$ cat src/rtl/statdisp_pkg.sv
package statdisp_pkg;

   localparam int LED_BITS = 4;
   localparam int CH_BITS  = 2;

   typedef enum logic [1:0] {
      VIEW_ACT  = 2'd0,
      VIEW_DR   = 2'd1,
      VIEW_DARK = 2'd2,
      VIEW_BYTE = 2'd3
   } view_e;

   typedef enum logic [1:0] {
      SRC_BAUD = 2'd0,
      SRC_PC   = 2'd1,
      SRC_DISP = 2'd2,
      SRC_DR   = 2'd3
   } src_e;

   typedef struct packed {
      logic [LED_BITS-1:0] led;
      logic [CH_BITS-1:0]  r;
      logic [CH_BITS-1:0]  g;
      logic [CH_BITS-1:0]  b;
   } panel_t;

   localparam panel_t PANEL_OFF = '0;

   function automatic view_e decode_view(input logic [3:0] m);
      if (m[3])               return VIEW_BYTE;
      else if (!m[2])         return VIEW_ACT;
      else if (m[1:0] == 2'b00) return VIEW_DR;
      else                    return VIEW_DARK;
   endfunction

endpackage

$ cat src/rtl/sd_activity_map.sv
module sd_activity_map
   import statdisp_pkg::*;
(
   input  logic         cpu_en,
   input  logic         bus_en,
   input  logic         tx_ok,
   input  logic         tx_act,
   input  logic         rx_ok,
   input  logic         rx_act,
   input  logic         cpu_go,
   input  logic         cpu_kern_run,
   input  logic         cpu_user,
   input  logic [1:0]   halt_code,
   input  logic         cmd_busy,
   output panel_t       panel
);

   always_comb begin
      panel     = PANEL_OFF;
      panel.led = {~tx_ok, tx_act, ~rx_ok, rx_act};
      if (cpu_en) begin
         if (cpu_go) panel.g = {cpu_kern_run, cpu_user};
         else        panel.r = halt_code;
      end
      if (bus_en) panel.b = {cmd_busy, ~cpu_go};
   end

endmodule

$ cat src/rtl/sd_byte_pick.sv
module sd_byte_pick
   import statdisp_pkg::*;
#(
   parameter int WORD_W = 16,
   parameter int DIV_W  = 12,
   parameter int FRAC_W = 3
) (
   input  src_e               src,
   input  logic               hi_half,
   input  logic [DIV_W-1:0]   baud_div,
   input  logic [FRAC_W-1:0]  baud_frac,
   input  logic [WORD_W-1:0]  pc_word,
   input  logic [WORD_W-1:0]  disp_word,
   input  logic [WORD_W-1:0]  dr_word,
   output logic [7:0]         byte_o
);

   localparam int PAD_W   = WORD_W - DIV_W - FRAC_W;
   localparam int N_SRC   = 4;
   localparam int BYTE_W  = 8;
   localparam int HI_BASE = WORD_W - BYTE_W;

   logic [WORD_W-1:0] baud_word;
   logic [WORD_W-1:0] words [N_SRC];

   generate
      if (PAD_W < 0) begin : g_bad_pack
         $error("sd_byte_pick: divider and fraction exceed the word width");
      end else if (PAD_W == 0) begin : g_pack_tight
         assign baud_word = {baud_div, baud_frac};
      end else begin : g_pack_pad
         assign baud_word = {baud_div, {PAD_W{1'b0}}, baud_frac};
      end
   endgenerate

   assign words[SRC_BAUD] = baud_word;
   assign words[SRC_PC]   = pc_word;
   assign words[SRC_DISP] = disp_word;
   assign words[SRC_DR]   = dr_word;

   logic [WORD_W-1:0] sel_word;
   always_comb sel_word = words[src];

   always_comb begin
      if (hi_half) byte_o = sel_word[HI_BASE +: BYTE_W];
      else         byte_o = sel_word[0 +: BYTE_W];
   end

endmodule

$ cat src/rtl/sd_out_reg.sv
module sd_out_reg
   import statdisp_pkg::*;
(
   input  logic   clk,
   input  logic   rst,
   input  panel_t d,
   output panel_t q
);

   always_ff @(posedge clk) begin
      if (rst) q <= PANEL_OFF;
      else     q <= d;
   end

endmodule

$ cat src/rtl/status_display_mux.sv
module status_display_mux
   import statdisp_pkg::*;
#(
   parameter int WORD_W = 16,
   parameter int DIV_W  = 12,
   parameter int FRAC_W = 3
) (
   input  logic              clk,
   input  logic              rst,
   input  logic [3:0]        mode,
   input  logic              tx_ok,
   input  logic              tx_act,
   input  logic              rx_ok,
   input  logic              rx_act,
   input  logic              cpu_go,
   input  logic              cpu_kern_run,
   input  logic              cpu_user,
   input  logic [1:0]        halt_code,
   input  logic              cmd_busy,
   input  logic [DIV_W-1:0]  baud_div,
   input  logic [FRAC_W-1:0] baud_frac,
   input  logic [WORD_W-1:0] pc_word,
   input  logic [WORD_W-1:0] disp_word,
   input  logic [WORD_W-1:0] dr_word,
   output logic [3:0]        led,
   output logic [1:0]        rgb_r,
   output logic [1:0]        rgb_g,
   output logic [1:0]        rgb_b
);

   generate
      if (WORD_W != 16) begin : g_bad_word
         $error("status_display_mux: the image view needs 16-bit words");
      end
      if (DIV_W + FRAC_W > WORD_W) begin : g_bad_baud
         $error("status_display_mux: baud fields do not fit the word");
      end
   endgenerate

   view_e  view;
   panel_t act_panel, dr_panel, byte_panel, next_panel, cur_panel;
   logic [7:0] picked;

   always_comb view = decode_view(mode);

   sd_activity_map u_act (
      .cpu_en       (mode[0]),
      .bus_en       (mode[1]),
      .tx_ok        (tx_ok),
      .tx_act       (tx_act),
      .rx_ok        (rx_ok),
      .rx_act       (rx_act),
      .cpu_go       (cpu_go),
      .cpu_kern_run (cpu_kern_run),
      .cpu_user     (cpu_user),
      .halt_code    (halt_code),
      .cmd_busy     (cmd_busy),
      .panel        (act_panel)
   );

   sd_byte_pick #(
      .WORD_W (WORD_W),
      .DIV_W  (DIV_W),
      .FRAC_W (FRAC_W)
   ) u_pick (
      .src       (src_e'(mode[1:0])),
      .hi_half   (mode[2]),
      .baud_div  (baud_div),
      .baud_frac (baud_frac),
      .pc_word   (pc_word),
      .disp_word (disp_word),
      .dr_word   (dr_word),
      .byte_o    (picked)
   );

   always_comb begin
      dr_panel.led = dr_word[15:12];
      dr_panel.b   = dr_word[9:8];
      dr_panel.g   = dr_word[5:4];
      dr_panel.r   = dr_word[1:0];
   end

   always_comb begin
      byte_panel.led = picked[7:4];
      byte_panel.r   = picked[1:0];
      byte_panel.g   = picked[1:0];
      byte_panel.b   = picked[1:0];
   end

   always_comb begin
      unique case (view)
         VIEW_ACT:  next_panel = act_panel;
         VIEW_DR:   next_panel = dr_panel;
         VIEW_BYTE: next_panel = byte_panel;
         default:   next_panel = PANEL_OFF;
      endcase
   end

   sd_out_reg u_reg (
      .clk (clk),
      .rst (rst),
      .d   (next_panel),
      .q   (cur_panel)
   );

   assign led   = cur_panel.led;
   assign rgb_r = cur_panel.r;
   assign rgb_g = cur_panel.g;
   assign rgb_b = cur_panel.b;

   // reset clears the panel
   p_reset_clear_r1: assert property (@(posedge clk)
      rst |=> (led == 4'd0 && rgb_r == 2'd0 && rgb_g == 2'd0 && rgb_b == 2'd0));

   // activity LEDs follow the link flags one cycle later
   p_io_leds_r3: assert property (@(posedge clk) disable iff (rst)
      (mode[3:2] == 2'b00) |=>
      (led == {~$past(tx_ok), $past(tx_act), ~$past(rx_ok), $past(rx_act)}));

   // disabled processor channels stay dark
   p_cpu_dark_r7: assert property (@(posedge clk) disable iff (rst)
      (mode[3:2] == 2'b00 && !mode[0]) |=> (rgb_r == 2'd0 && rgb_g == 2'd0));

   // disabled bus channel stays dark
   p_bus_dark_r7: assert property (@(posedge clk) disable iff (rst)
      (mode[3:2] == 2'b00 && !mode[1]) |=> (rgb_b == 2'd0));

   // red is dark while the processor runs
   p_red_idle_r4: assert property (@(posedge clk) disable iff (rst)
      (mode[3:2] == 2'b00 && cpu_go) |=> (rgb_r == 2'd0));

   // unused modes blank everything
   p_dark_modes_r9: assert property (@(posedge clk) disable iff (rst)
      (mode[3:2] == 2'b01 && mode[1:0] != 2'b00) |=>
      (led == 4'd0 && rgb_r == 2'd0 && rgb_g == 2'd0 && rgb_b == 2'd0));

   // byte views drive identical colour channels
   p_rgb_same_r11: assert property (@(posedge clk) disable iff (rst)
      mode[3] |=> (rgb_r == rgb_g && rgb_g == rgb_b));

endmodule

$ cat config.mk
export PLATFORM = sky130hd
export DESIGN_NAME = status_display_mux
export DESIGN_NICKNAME = d
export VERILOG_FILES = /design/src/rtl/statdisp_pkg.sv /design/src/rtl/sd_activity_map.sv /design/src/rtl/sd_byte_pick.sv /design/src/rtl/sd_out_reg.sv /design/src/rtl/status_display_mux.sv
export SDC_FILE = /design/constraint.sdc
export NUM_CORES = 1
export LEC_CHECK = 0
export ABC_CLOCK_PERIOD_IN_PS = 5100
export CAP_MARGIN = 5
export CORE_ASPECT_RATIO = 1.2
export CORE_MARGIN = 5
export CORE_UTILIZATION = 37
export CTS_CLUSTER_DIAMETER = 80
export DETAILED_ROUTE_END_ITERATION = 10
export DONT_BUFFER_PORTS = 1
export GPL_ROUTABILITY_DRIVEN = 0
export PLACE_DENSITY = 0.59
export SLEW_MARGIN = 30
export SYNTH_ARGS = -nofsm -noshare
export SYNTH_HDL_FRONTEND = slang
export SYNTH_HIERARCHICAL = 1
export SYNTH_SLANG_ARGS = --single-unit
$ cat constraint.sdc
create_clock -name clk -period 5.1 [get_ports clk]
set_input_delay 0.765 -clock clk [delete_from_list [all_inputs] [get_ports clk]]
set_output_delay 0.765 -clock clk [all_outputs]
set_load 0.005 [all_outputs]
# --- Word-level counts from Yosys, hierarchy flattened ---
# Cells that the tools add are included.
classes:
  bitwise_logic: 4
  muxes: 12
  n_reduce_logical: 2
  eq_ne: 2
  order_cmp: 1
ops:
  columns: ["cell", "n"]
  rows:
  - ["$bmux W16 S2", 1]
  - ["$mux W16", 2]
  - ["$pmux W10 S3", 1]
  - ["$mux W2", 6]
  - ["$mux W8", 1]
  - ["$logic_not A2 Y1", 2]
  - ["$mux W4", 1]
  - ["$ge A3 B3 Y1 const B", 1]
  - ["$not A1 Y1", 3]
  - ["$not A2 Y3", 1]
  - ["$eq A2 B1 Y1 const B", 1]
  - ["$eq A2 B2 Y1 const B", 1]
totals:
  input_bits: 79
  ff_bits: 10

# --- Depth between registers and ports, before layout ---
# Gate-level depths: netlist of the first run.
depth:
  ltp_word: 6
  depth_mapped: 7
  depth_no_buf: 5

# --- Cells and area by module ---
# Netlist of the first run, hierarchy kept.
modules_own_cells:
  columns: ["module", "area_each_um2", "n_inst", "cells_per_inst", "seq_area_each_um2"]
  rows:
  - ["sd_byte_pick", 556.8, 1, 31, 0.0]
  - ["status_display_mux", 290.3, 1, 37, 0.0]
  - ["sd_out_reg", 262.8, 1, 20, 200.2]
  - ["sd_activity_map", 67.6, 1, 10, 0.0]

# --- Worst setup path before layout of the first run ---
# OpenSTA, ideal clock, no wires.
synth_path:
  kind: "input-to-reg"
  startpoint: "in mode[2]"
  endpoint: "reg u_reg/q[0] (netlist bit)"
  path_stages: 7
  setup_slack_ps: 2833
  t_required_ps: 4986
  arrival_time_ps: 2153
  n_path_buf: 2
  path_cell_list: "buf_2 > clkbuf_1 > mux4_1 > mux2_2 > nor2b_1 > a221oi_1 > nor2b_1"
synth_rtl:
  columns: ["element", "line_no", "text"]
  rows:
  - ["start, declared", "status_display_mux.sv:10", "input logic [3:0] mode,"]
  - ["end signal, assigned", "sd_out_reg.sv:11", "if (rst) q <= PANEL_OFF;"]
  - ["end signal, assigned", "sd_out_reg.sv:12", "else q <= d;"]
  - ["end, declared", "sd_out_reg.sv:7", "output panel_t q"]

==> impl_results.md, run 1 <==
* CTS root buf: clkbuf_4
* Final TNS setup at 0 ns
* Clk pin slew, worst setup/hold paths at 0.06 ns
* Chip Width at roughly 59 µm
* Max-cap check violation count at 0
* FP Rows at 21
* Crit. End Element: flop
* Port Buffer Count at 0
* Vias/cell at 6.19
* CTS max path bufs at 2
* H-tree level count at 1
* GRT Resource Usage Total at 11.2%
* Mapped cell area at 1050 µm²
* Gr ovfl total at 0
* Final cell count without fillers at 120
* Fill cells at 284
* Slew Limit Fails at 0
* Place WS at 3.00 ns
* Clock power frac at 33.6%
* Worst min path class: in2reg
* First-pass GRT wire length at 3460 µm
* Via count at around 740
* Wire per inst at just over 20 µm
* Final Hold Fails at 0
* Yosys warning count at 6
* First-pass DRT Iterations at 5
* PD cells at 194 nW/µm²
* Peak VDD IR at 103 µV
* # placed instances at 116
* Slew HR at 80.5%
* Leakage at around 0.4 nW
* Largest regs: u_reg/q: 10 flops
* Net count, final at roughly 170
* Syn Nets at 169
* Syn_area_per_cell at 11.6 µm²
* Worst-Margin Slew at 0.293 ns
* Syn-to-layout area delta at 0.836%
* Post-Synthesis Cells at 90
* Hold buffers post-CTS at 0
* DRC at 0
* Combinational fraction of design power at 23.5%
* Iteration-0 DRC Markers at 20
* Min Tclk post-route at 1.84 ns
* Worst setup SP type: primary input
* CTS sink cnt at 10
* Setup ws final at 3.26 ns
* WS Path Type: in2reg
* Final Cycle Share at 36.1%
* Num ports at 89
* Core area at 2760 µm²
* Max Clk Rate at 543 MHz
* Final WL at 2460 µm
* Switching share of power at between 20% and 30%
* Final count of negative-setup-slack endpoints at 0
* Die Y at between 60 and 70 µm
* Status: finished, final reports clean
* Max FFs per register at 10
* Biggest register: u_reg/q
* CTS tree: built
* Switching power at 0.0421 mW
* Pin count of the biggest net entering global routing at 31
* Seq pwr share at around 43%
* Starting Density at a little under two fifths
* ANT nets after route at 0
* Layout cells sized above 1 at 16.3%
* Internal power at 0.162 mW
* Post-CTS resize count at 0
* CTS Buf Count at 3
* Diodes inserted at 0
* Worst Path Required at approximately 5.3 ns
* Initial antenna violation count at 0
* Setup bufs post-CTS at 0
* Vias in the first global route at ~710
* Die ar. at 4000 µm²
* RSZ-0062 raised after global routing: false
* Critical Path AT at 2.00 ns
* CP Max Fanout at 24
[per-layer routing]
metal,track usage (%),wire length (µm)
met2,20.0,1180
met1,13.1,983
met3,2.64,288
met4,3.48,9
met5,0,0
[stage by stage]
stage	cell area, µm²	hold slack [ns]	power (mW)	util (%)
floorplan	1050	0.837	0.141	-
global placement	1020	0.841	0.137	37.0
detailed placement	1020	0.839	0.138	37.0
CTS	1060	0.561	0.207	38.3
global route	1060	0.556	0.214	38.3
finish	1060	0.569	0.205	38.3
[power by group through the flow]
stage                     logic, mW  registers [mW]  clock network [mW]
after floorplan              0.0519          0.0888                   0
after global placement       0.0476          0.0895                   0
after detailed placement     0.0481          0.0899                   0
after CTS                    0.0484          0.0881              0.0706
after global routing         0.0517          0.0884              0.0738
final                        0.0481          0.0878              0.0687
[final cells by class]
| type | count | area (µm²) | share of cell area (%) |
|---|---|---|---|
| multi-input combinational | 69 | 766 | 72.5 |
| sequential | 10 | 200 | 19.0 |
| tap | 34 | 42.5 | 4.03 |
| clock buffer | 4 | 36.3 | 3.44 |
| inverter | 3 | 11.3 | 1.07 |
[cells in the final DEF, fill, tap and decap left out, drive strengths merged]
cell,count
a221oi,3
and3,2
mux2,6
nor2b,18
mux4,12
clkbuf,4
inv,3
nand2b,7
nand4bb,7
or2,1
a31oi,7
and2,1
dfxtp,10
mux2i,3
and3b,2
[path summary, 6_finish.rpt]
| check | startpoint | endpoint | slack (ns) | cells after the start |
|---|---|---|---|---|
| worst min-delay path | rst | u_reg/q[3] | 0.57 | 1 |
| worst max-delay path | mode[0] | u_reg/q[2] | 3.26 | 5 |
[critical path, stage by stage]
cell	delay, ns
mux4_1	0.53
mux2_2	0.28
nor2b_1	0.19
a221oi_1	0.08
nor2b_1	0.14
Power figures use the tool's default switching activity.
==> inputs of run 2 (changes only) <==
--- a/config.mk
+++ b/config.mk
@@ -5,7 +5,7 @@
 export SDC_FILE = /design/constraint.sdc
 export NUM_CORES = 1
 export LEC_CHECK = 0
-export ABC_CLOCK_PERIOD_IN_PS = 5100
+export ABC_CLOCK_PERIOD_IN_PS = 1600
 export CAP_MARGIN = 5
 export CORE_ASPECT_RATIO = 1.2
 export CORE_MARGIN = 5
@@ -14,7 +14,7 @@
 export DETAILED_ROUTE_END_ITERATION = 10
 export DONT_BUFFER_PORTS = 1
 export GPL_ROUTABILITY_DRIVEN = 0
-export PLACE_DENSITY = 0.59
+export PLACE_DENSITY = 0.61
 export SLEW_MARGIN = 30
 export SYNTH_ARGS = -nofsm -noshare
 export SYNTH_HDL_FRONTEND = slang
==> constraint.sdc (replaced) <==
create_clock -name clk -period 1.6 [get_ports clk]
set_input_delay 0.24 -clock clk [delete_from_list [all_inputs] [get_ports clk]]
set_output_delay 0.24 -clock clk [all_outputs]
set_load 0.005 [all_outputs]
==> run 2 against run 1 <==
Against the previous run:
- clock-buffer cell count unchanged
- cell area increased by 1.4%
- sequential power grew to 3.2 times the previous value
- global-route usage grew 0.49 points
- largest power group unchanged
- non-clock buffer count is the same
==> impl_results.md, run 2 (same netlist as run 1, synthesis figures left out) <==
* Status: finished, final reports clean (unchanged)
* Dpl hpwl at 1990 µm
* H-tree level count at 1 (unchanged)
* Worst-Margin Slew at 0.276 ns (was 0.293 ns)
* Max-cap check violation count at 0 (unchanged)
* Worst Path Required at 1.75 ns (was 5.25 ns)
* DRC at 0 (unchanged)
* Die ar. at 4000 µm² (unchanged)
* Gr ovfl total at 0 (unchanged)
* Met3 WL at 272 µm (was 288 µm)
* Setup ws final at 0.361 ns (was 3.26 ns)
* Hold buffers post-CTS at 0 (unchanged)
* Met2 wire len at 1070 µm (was 1180 µm)
* Chip Width at 58.6 µm (unchanged)
* WS Path Type: in2reg (unchanged)
* Pin count of the biggest net entering global routing at 31 (unchanged)
* Commonest non-fill, non-tap cells in the layout: nor2b_1, mux4_1, dfxtp_1 (unchanged)
* Core area at 2760 µm² (unchanged)
* Slew HR at 81.6% (was 80.5%)
* Die Y at 68.3 µm (unchanged)
* Switching power at 0.134 mW (was 0.0421 mW)
* Iteration-0 DRC Markers at 16 (was 20)
* Vias/cell at 6.28 (was 6.19)
* Slowest cell on crit path: mux4_1 (unchanged)
* Clock power frac at 32.6% (was 33.6%)
* Layout cells sized above 1 at 20.9% (was 16.3%)
* CTS tree: built (unchanged)
* Worst min path class: in2reg (unchanged)
* Worst setup SP type: primary input (unchanged)
* Slew Limit Fails at 0 (unchanged)
* CTS Buf Count at 3 (unchanged)
* Final Cycle Share at 77.4%
* Port Buffer Count at 0 (unchanged)
* CP Max Fanout at 24 (unchanged)
* CTS max path bufs at 2 (unchanged)
* Peak VDD IR at 306 µV (was 103 µV)
* Cell chain of the critical path: mux4_1 -> mux2_4 -> nor2b_4 -> a221oi_1 -> nor2b_1 (was mux4_1 -> mux2_2 -> nor2b_1 -> a221oi_1 -> nor2b_1)
* Utilization after layout at 38.8% (was 38.3%)
* Num ports at 89 (unchanged)
* Highest routed layer: met4 (unchanged)
* Fill cells at 275 (was 284)
* Final cell count without fillers at 120 (unchanged)
* PD cells at 617 nW/µm² (was 194 nW/µm²)
* # placed instances at 116 (unchanged)
* Hold_sp: rst (unchanged)
* ANT nets after route at 0 (unchanged)
* Diodes inserted at 0 (unchanged)
* GRT Resource Usage Total at 11.7% (was 11.2%)
* Final count of negative-setup-slack endpoints at 0 (unchanged)
* Clk pin slew, worst setup/hold paths at 0.06 ns (about the same)
* CP peak stage delay at 0.52 ns (was 0.53 ns)
* Net count, final at 166 (unchanged)
* Syn-to-layout area delta at 2.27% (was 0.836%)
* Initial antenna violation count at 0 (unchanged)
* Max FFs per register at 10 (unchanged)
* Tot Pwr at 0.661 mW (was 0.205 mW)
* Worst Hold Path Cells at 1 (unchanged)
* Vias in the first global route at 817 (was 709)
* First-pass DRT Iterations at 2 (was 5)
* Max Clk Rate at 807 MHz
* Seq pwr share at 42.3% (was 42.9%)
* WHS Endpoint: u_reg/q[9] (was u_reg/q[3])
* Final Hold Fails at 0 (unchanged)
* Most common cell after layout, fill and taps aside: nor2b_1 (unchanged)
* Post-CTS resize count at 0 (unchanged)
* Min Hold Slack at 0.0470 ns (was 0.569 ns)
* CTS root buf: clkbuf_4 (unchanged)
* Combinational fraction of design power at 25.1% (was 23.5%)
* RSZ-0062 raised after global routing: false (unchanged)
* Biggest register: u_reg/q (unchanged)
* Internal power at 0.527 mW (was 0.162 mW)
* Leakage at 0.409 nW (was 0.399 nW)
* Wire per inst at 20.0 µm (was 20.5 µm)
* DRT met1 WL at 1040 µm (was 983 µm)
* First-pass GRT wire length at 3640 µm (was 3460 µm)
* Min Tclk post-route at 1.24 ns
* Critical Path AT at 1.39 ns (was 2.00 ns)
* Largest regs: u_reg/q: 10 flops (unchanged)
* Crit. End Element: flop (unchanged)
* Switching share of power at 20.3% (was 20.6%)
* Setup bufs post-CTS at 0 (unchanged)
* FP Rows at 21 (unchanged)
* Via count at 753 (was 743)
* Place WS at 0.0924 ns (was 3.00 ns)
* CTS sink cnt at 10 (unchanged)
* Starting Density at 38.0% (unchanged)
* Final WL at 2390 µm (was 2460 µm)
[run 2: cell type report]
class / instances / area (µm²) / area share [%]
clock buffers: 4 / 36.3 / 3.39
inverters: 3 / 11.3 / 1.05
multi-input cells: 69 / 781 / 72.9
flip-flops and latches: 10 / 200 / 18.7
well taps: 34 / 42.5 / 3.97
[run 2: worst max path at each step]
stage,endpoint,startpoint,slack (ns),cells after the start
2_1_floorplan,u_reg/q[6],mode[0],-0.01,7
3_3_place_gp,u_reg/q[0],mode[0],0.10,5
3_5_place_dp,u_reg/q[0],mode[0],0.09,5
4_1_cts,u_reg/q[0],mode[0],0.37,5
5_1_grt,u_reg/q[4],mode[0],0.30,5
6_report,u_reg/q[4],mode[0],0.36,5
[run 2: worst max-delay path: cells and delay by family]
family	cells	cell delay [ns]
and+or+nand+nor	2	0.28
muxes	2	0.82
AOI/OAI and AO/OA	1	0.06
[run 2: through the flow]
step                      setup TNS, ns  instance area (µm²)
after global placement                0                 1030
after detailed placement              0                 1030
final                                 0                 1070
after floorplan                 -0.0623                 1070
after global routing                  0                 1070
after CTS                             0                 1070
[run 2: power groups by stage]
stage               registers (mW)  clock network [mW]  logic (mW)
floorplan                    0.283                   0       0.180
global placement             0.285                   0       0.165
detailed placement           0.286                   0       0.167
CTS                          0.281               0.224       0.168
global route                 0.282               0.235       0.181
finish                       0.280               0.215       0.166
[run 2: routing by layer]
layer	track usage (%)	up-vias
li1	-	348
met1	14.7	347
met2	19.7	56
met3	2.08	2
met4	4.35	0
met5	0	-
==> inputs of run 3 (changes only) <==
--- a/config.mk
+++ b/config.mk
@@ -5,7 +5,7 @@
 export SDC_FILE = /design/constraint.sdc
 export NUM_CORES = 1
 export LEC_CHECK = 0
-export ABC_CLOCK_PERIOD_IN_PS = 1600
+export ABC_CLOCK_PERIOD_IN_PS = 1100
 export CAP_MARGIN = 5
 export CORE_ASPECT_RATIO = 1.2
 export CORE_MARGIN = 5
==> constraint.sdc (replaced) <==
create_clock -name clk -period 1.1 [get_ports clk]
set_input_delay 0.165 -clock clk [delete_from_list [all_inputs] [get_ports clk]]
set_output_delay 0.165 -clock clk [all_outputs]
set_load 0.005 [all_outputs]
==> run 3 against run 2 <==
Against the previous run:
- the run now ends with hold timing, setup timing left
- via count decreased by 1.6%
- combinational power increased by 54%
- hold slack got worse by 0.082 ns
- clock-buffer cell count stayed put
- sequential cell count unchanged
- clock power rose by 49%
- die area unchanged
- critical path type unchanged
- largest power group unchanged
==> impl_results.md, run 3 (same netlist as run 1, synthesis figures left out) <==
* Status: finished with violations (was finished, final reports clean)
* Failing checks: hold timing, setup timing
* CTS sink cnt at 10 (unchanged)
* Slew Limit Fails at 0 (unchanged)
* Final cell count without fillers at 120 (unchanged)
* H-tree level count at 1 (unchanged)
* Net count, final at 166 (unchanged)
* Final Cycle Share at 101%
* Place WS at -0.326 ns (was 0.0924 ns)
* Via count at 741 (was 753)
* GRT Resource Usage Total at 12.3% (was 11.7%)
* Port Buffer Count at 0 (unchanged)
* Biggest register: u_reg/q (unchanged)
* Iteration-0 DRC Markers at 20 (was 16)
* Placed Area at 1030 µm² (unchanged)
* Worst setup SP type: primary input (unchanged)
* Final WL at 2380 µm (was 2390 µm)
* Leakage at 0.394 nW (was 0.409 nW)
* Peak VDD IR at 361 µV (was 306 µV)
* PD cells at 924 nW/µm² (was 617 nW/µm²)
* Clk pin slew, worst setup/hold paths at 0.06 ns (about the same)
* CTS tree: built (unchanged)
* Final Hold Fails at 10 (was 0)
* Crit. End Element: flop (unchanged)
* Utilization after layout at 38.6% (was 38.8%)
* First-pass DRT Iterations at 4 (was 2)
* Die Y at 68.3 µm (unchanged)
* Crit path launch: mode[0] (unchanged)
* Pin count of the biggest net entering global routing at 31 (unchanged)
* Chip Width at 58.6 µm (unchanged)
* Largest regs: u_reg/q: 10 flops (unchanged)
* Die ar. at 4000 µm² (unchanged)
* Diodes inserted at 0 (unchanged)
* WS Path Type: in2reg (unchanged)
* Syn-to-layout area delta at 1.67% (was 2.27%)
* Min Tclk post-route at around 1.1 ns
* CTS root buf: clkbuf_4 (unchanged)
* Initial antenna violation count at 0 (unchanged)
* Gr ovfl total at 0 (unchanged)
* Setup ws final at -0.0123 ns (was 0.361 ns)
* Starting Density at 38.0% (unchanged)
* RSZ-0062 raised after global routing: true (was false)
* CTS max path bufs at 2 (unchanged)
* DRC at 0 (unchanged)
* Dpl hpwl at 1970 µm (was 1990 µm)
* ANT nets after route at 0 (unchanged)
* Max-cap check violation count at 0 (unchanged)
* Core area at 2760 µm² (unchanged)
* Slew HR at 80.4% (was 81.6%)
* Max FFs per register at 10 (unchanged)
* Most common cell after layout, fill and taps aside: nor2b_1 (unchanged)
* Wire per inst at 19.8 µm (was 20.0 µm)
* Final count of negative-setup-slack endpoints at 2 (was 0)
* Num ports at 89 (unchanged)
* Layout cells sized above 1 at 31.4% (was 20.9%)
* Critical Path AT at 1.27 ns (was 1.39 ns)
* Min Hold Slack at -0.0350 ns (was 0.0470 ns)
* Commonest non-fill, non-tap cells in the layout: nor2b_1, dfxtp_1, mux4_2, nand2b_1, nand4bb_1 (was nor2b_1, mux4_1, dfxtp_1)
* First-pass GRT wire length at 3750 µm (was 3640 µm)
* Worst Path Required at 1.26 ns (was 1.75 ns)
* Worst-Margin Slew at 0.293 ns (was 0.276 ns)
* CTS Buf Count at 3 (unchanged)
* FP Rows at 21 (unchanged)
* Worst min path class: in2reg (unchanged)
* Vias in the first global route at 813 (was 817)
* Vias/cell at 6.18 (was 6.28)
* Final Cell Area at 1060 µm² (was 1070 µm²)
* CP Max Fanout at 24 (unchanged)
* Max Clk Rate at 899 MHz
* # placed instances at 116 (unchanged)
* Hold_sp: rst (unchanged)
==> run 3: area by class of cell <==
cell class                 instances  area, µm²
clock buffer                       4       36.3
multi-input combinational         69        774
fill                             270       1690
inverter                           3       11.3
sequential                        10        200
tap                               34       42.5
==> run 3: per-layer routing <==
metal / global-route usage, % / vias up / share of wire (%)
met5: 0 / - / 0
met4: 5.22 / 0 / 0.67
met3: 3.58 / 2 / 13
met2: 19.4 / 61 / 45
met1: 15.6 / 336 / 41
li1: - / 342 / -
==> run 3: worst max-delay path, stage by stage <==
cell	delay, ns
mux4_1	0.51
mux2_2	0.28
nor2b_1	0.11
a31oi_1	0.06
nor2b_1	0.15
==> run 3: what timing repair did <==
action,4_1_cts,5_1_grt
setup buffers,0,0
pin swaps,0,0
endpoints found under the setup margin,9,9
endpoints found under the hold margin,10,10
gates resized for setup,7,5
==> run 3: per-stage QoR <==
stage                     setup TNS (ns)  power, mW
after floorplan                    -4.30      0.674
after global placement             -2.95      0.654
after detailed placement           -3.06      0.659
after CTS                      -0.000858      0.998
after global routing              -0.290       1.06
final                            -0.0182      0.984
==> run 3: worst paths after layout <==
kind,end,cells after the start
min,u_reg/q[3],1
max,u_reg/q[8],5
==> run 3: report_power, final <==
group | total (mW) | switching [mW] | leakage [nW] | internal (mW)
combinational | 0.256 | 0.0689 | 0.290 | 0.187
sequential | 0.408 | 0.0154 | 0.0831 | 0.392
clock | 0.320 | 0.119 | 0.0210 | 0.201
total | 0.984 | 0.203 | 0.394 | 0.780
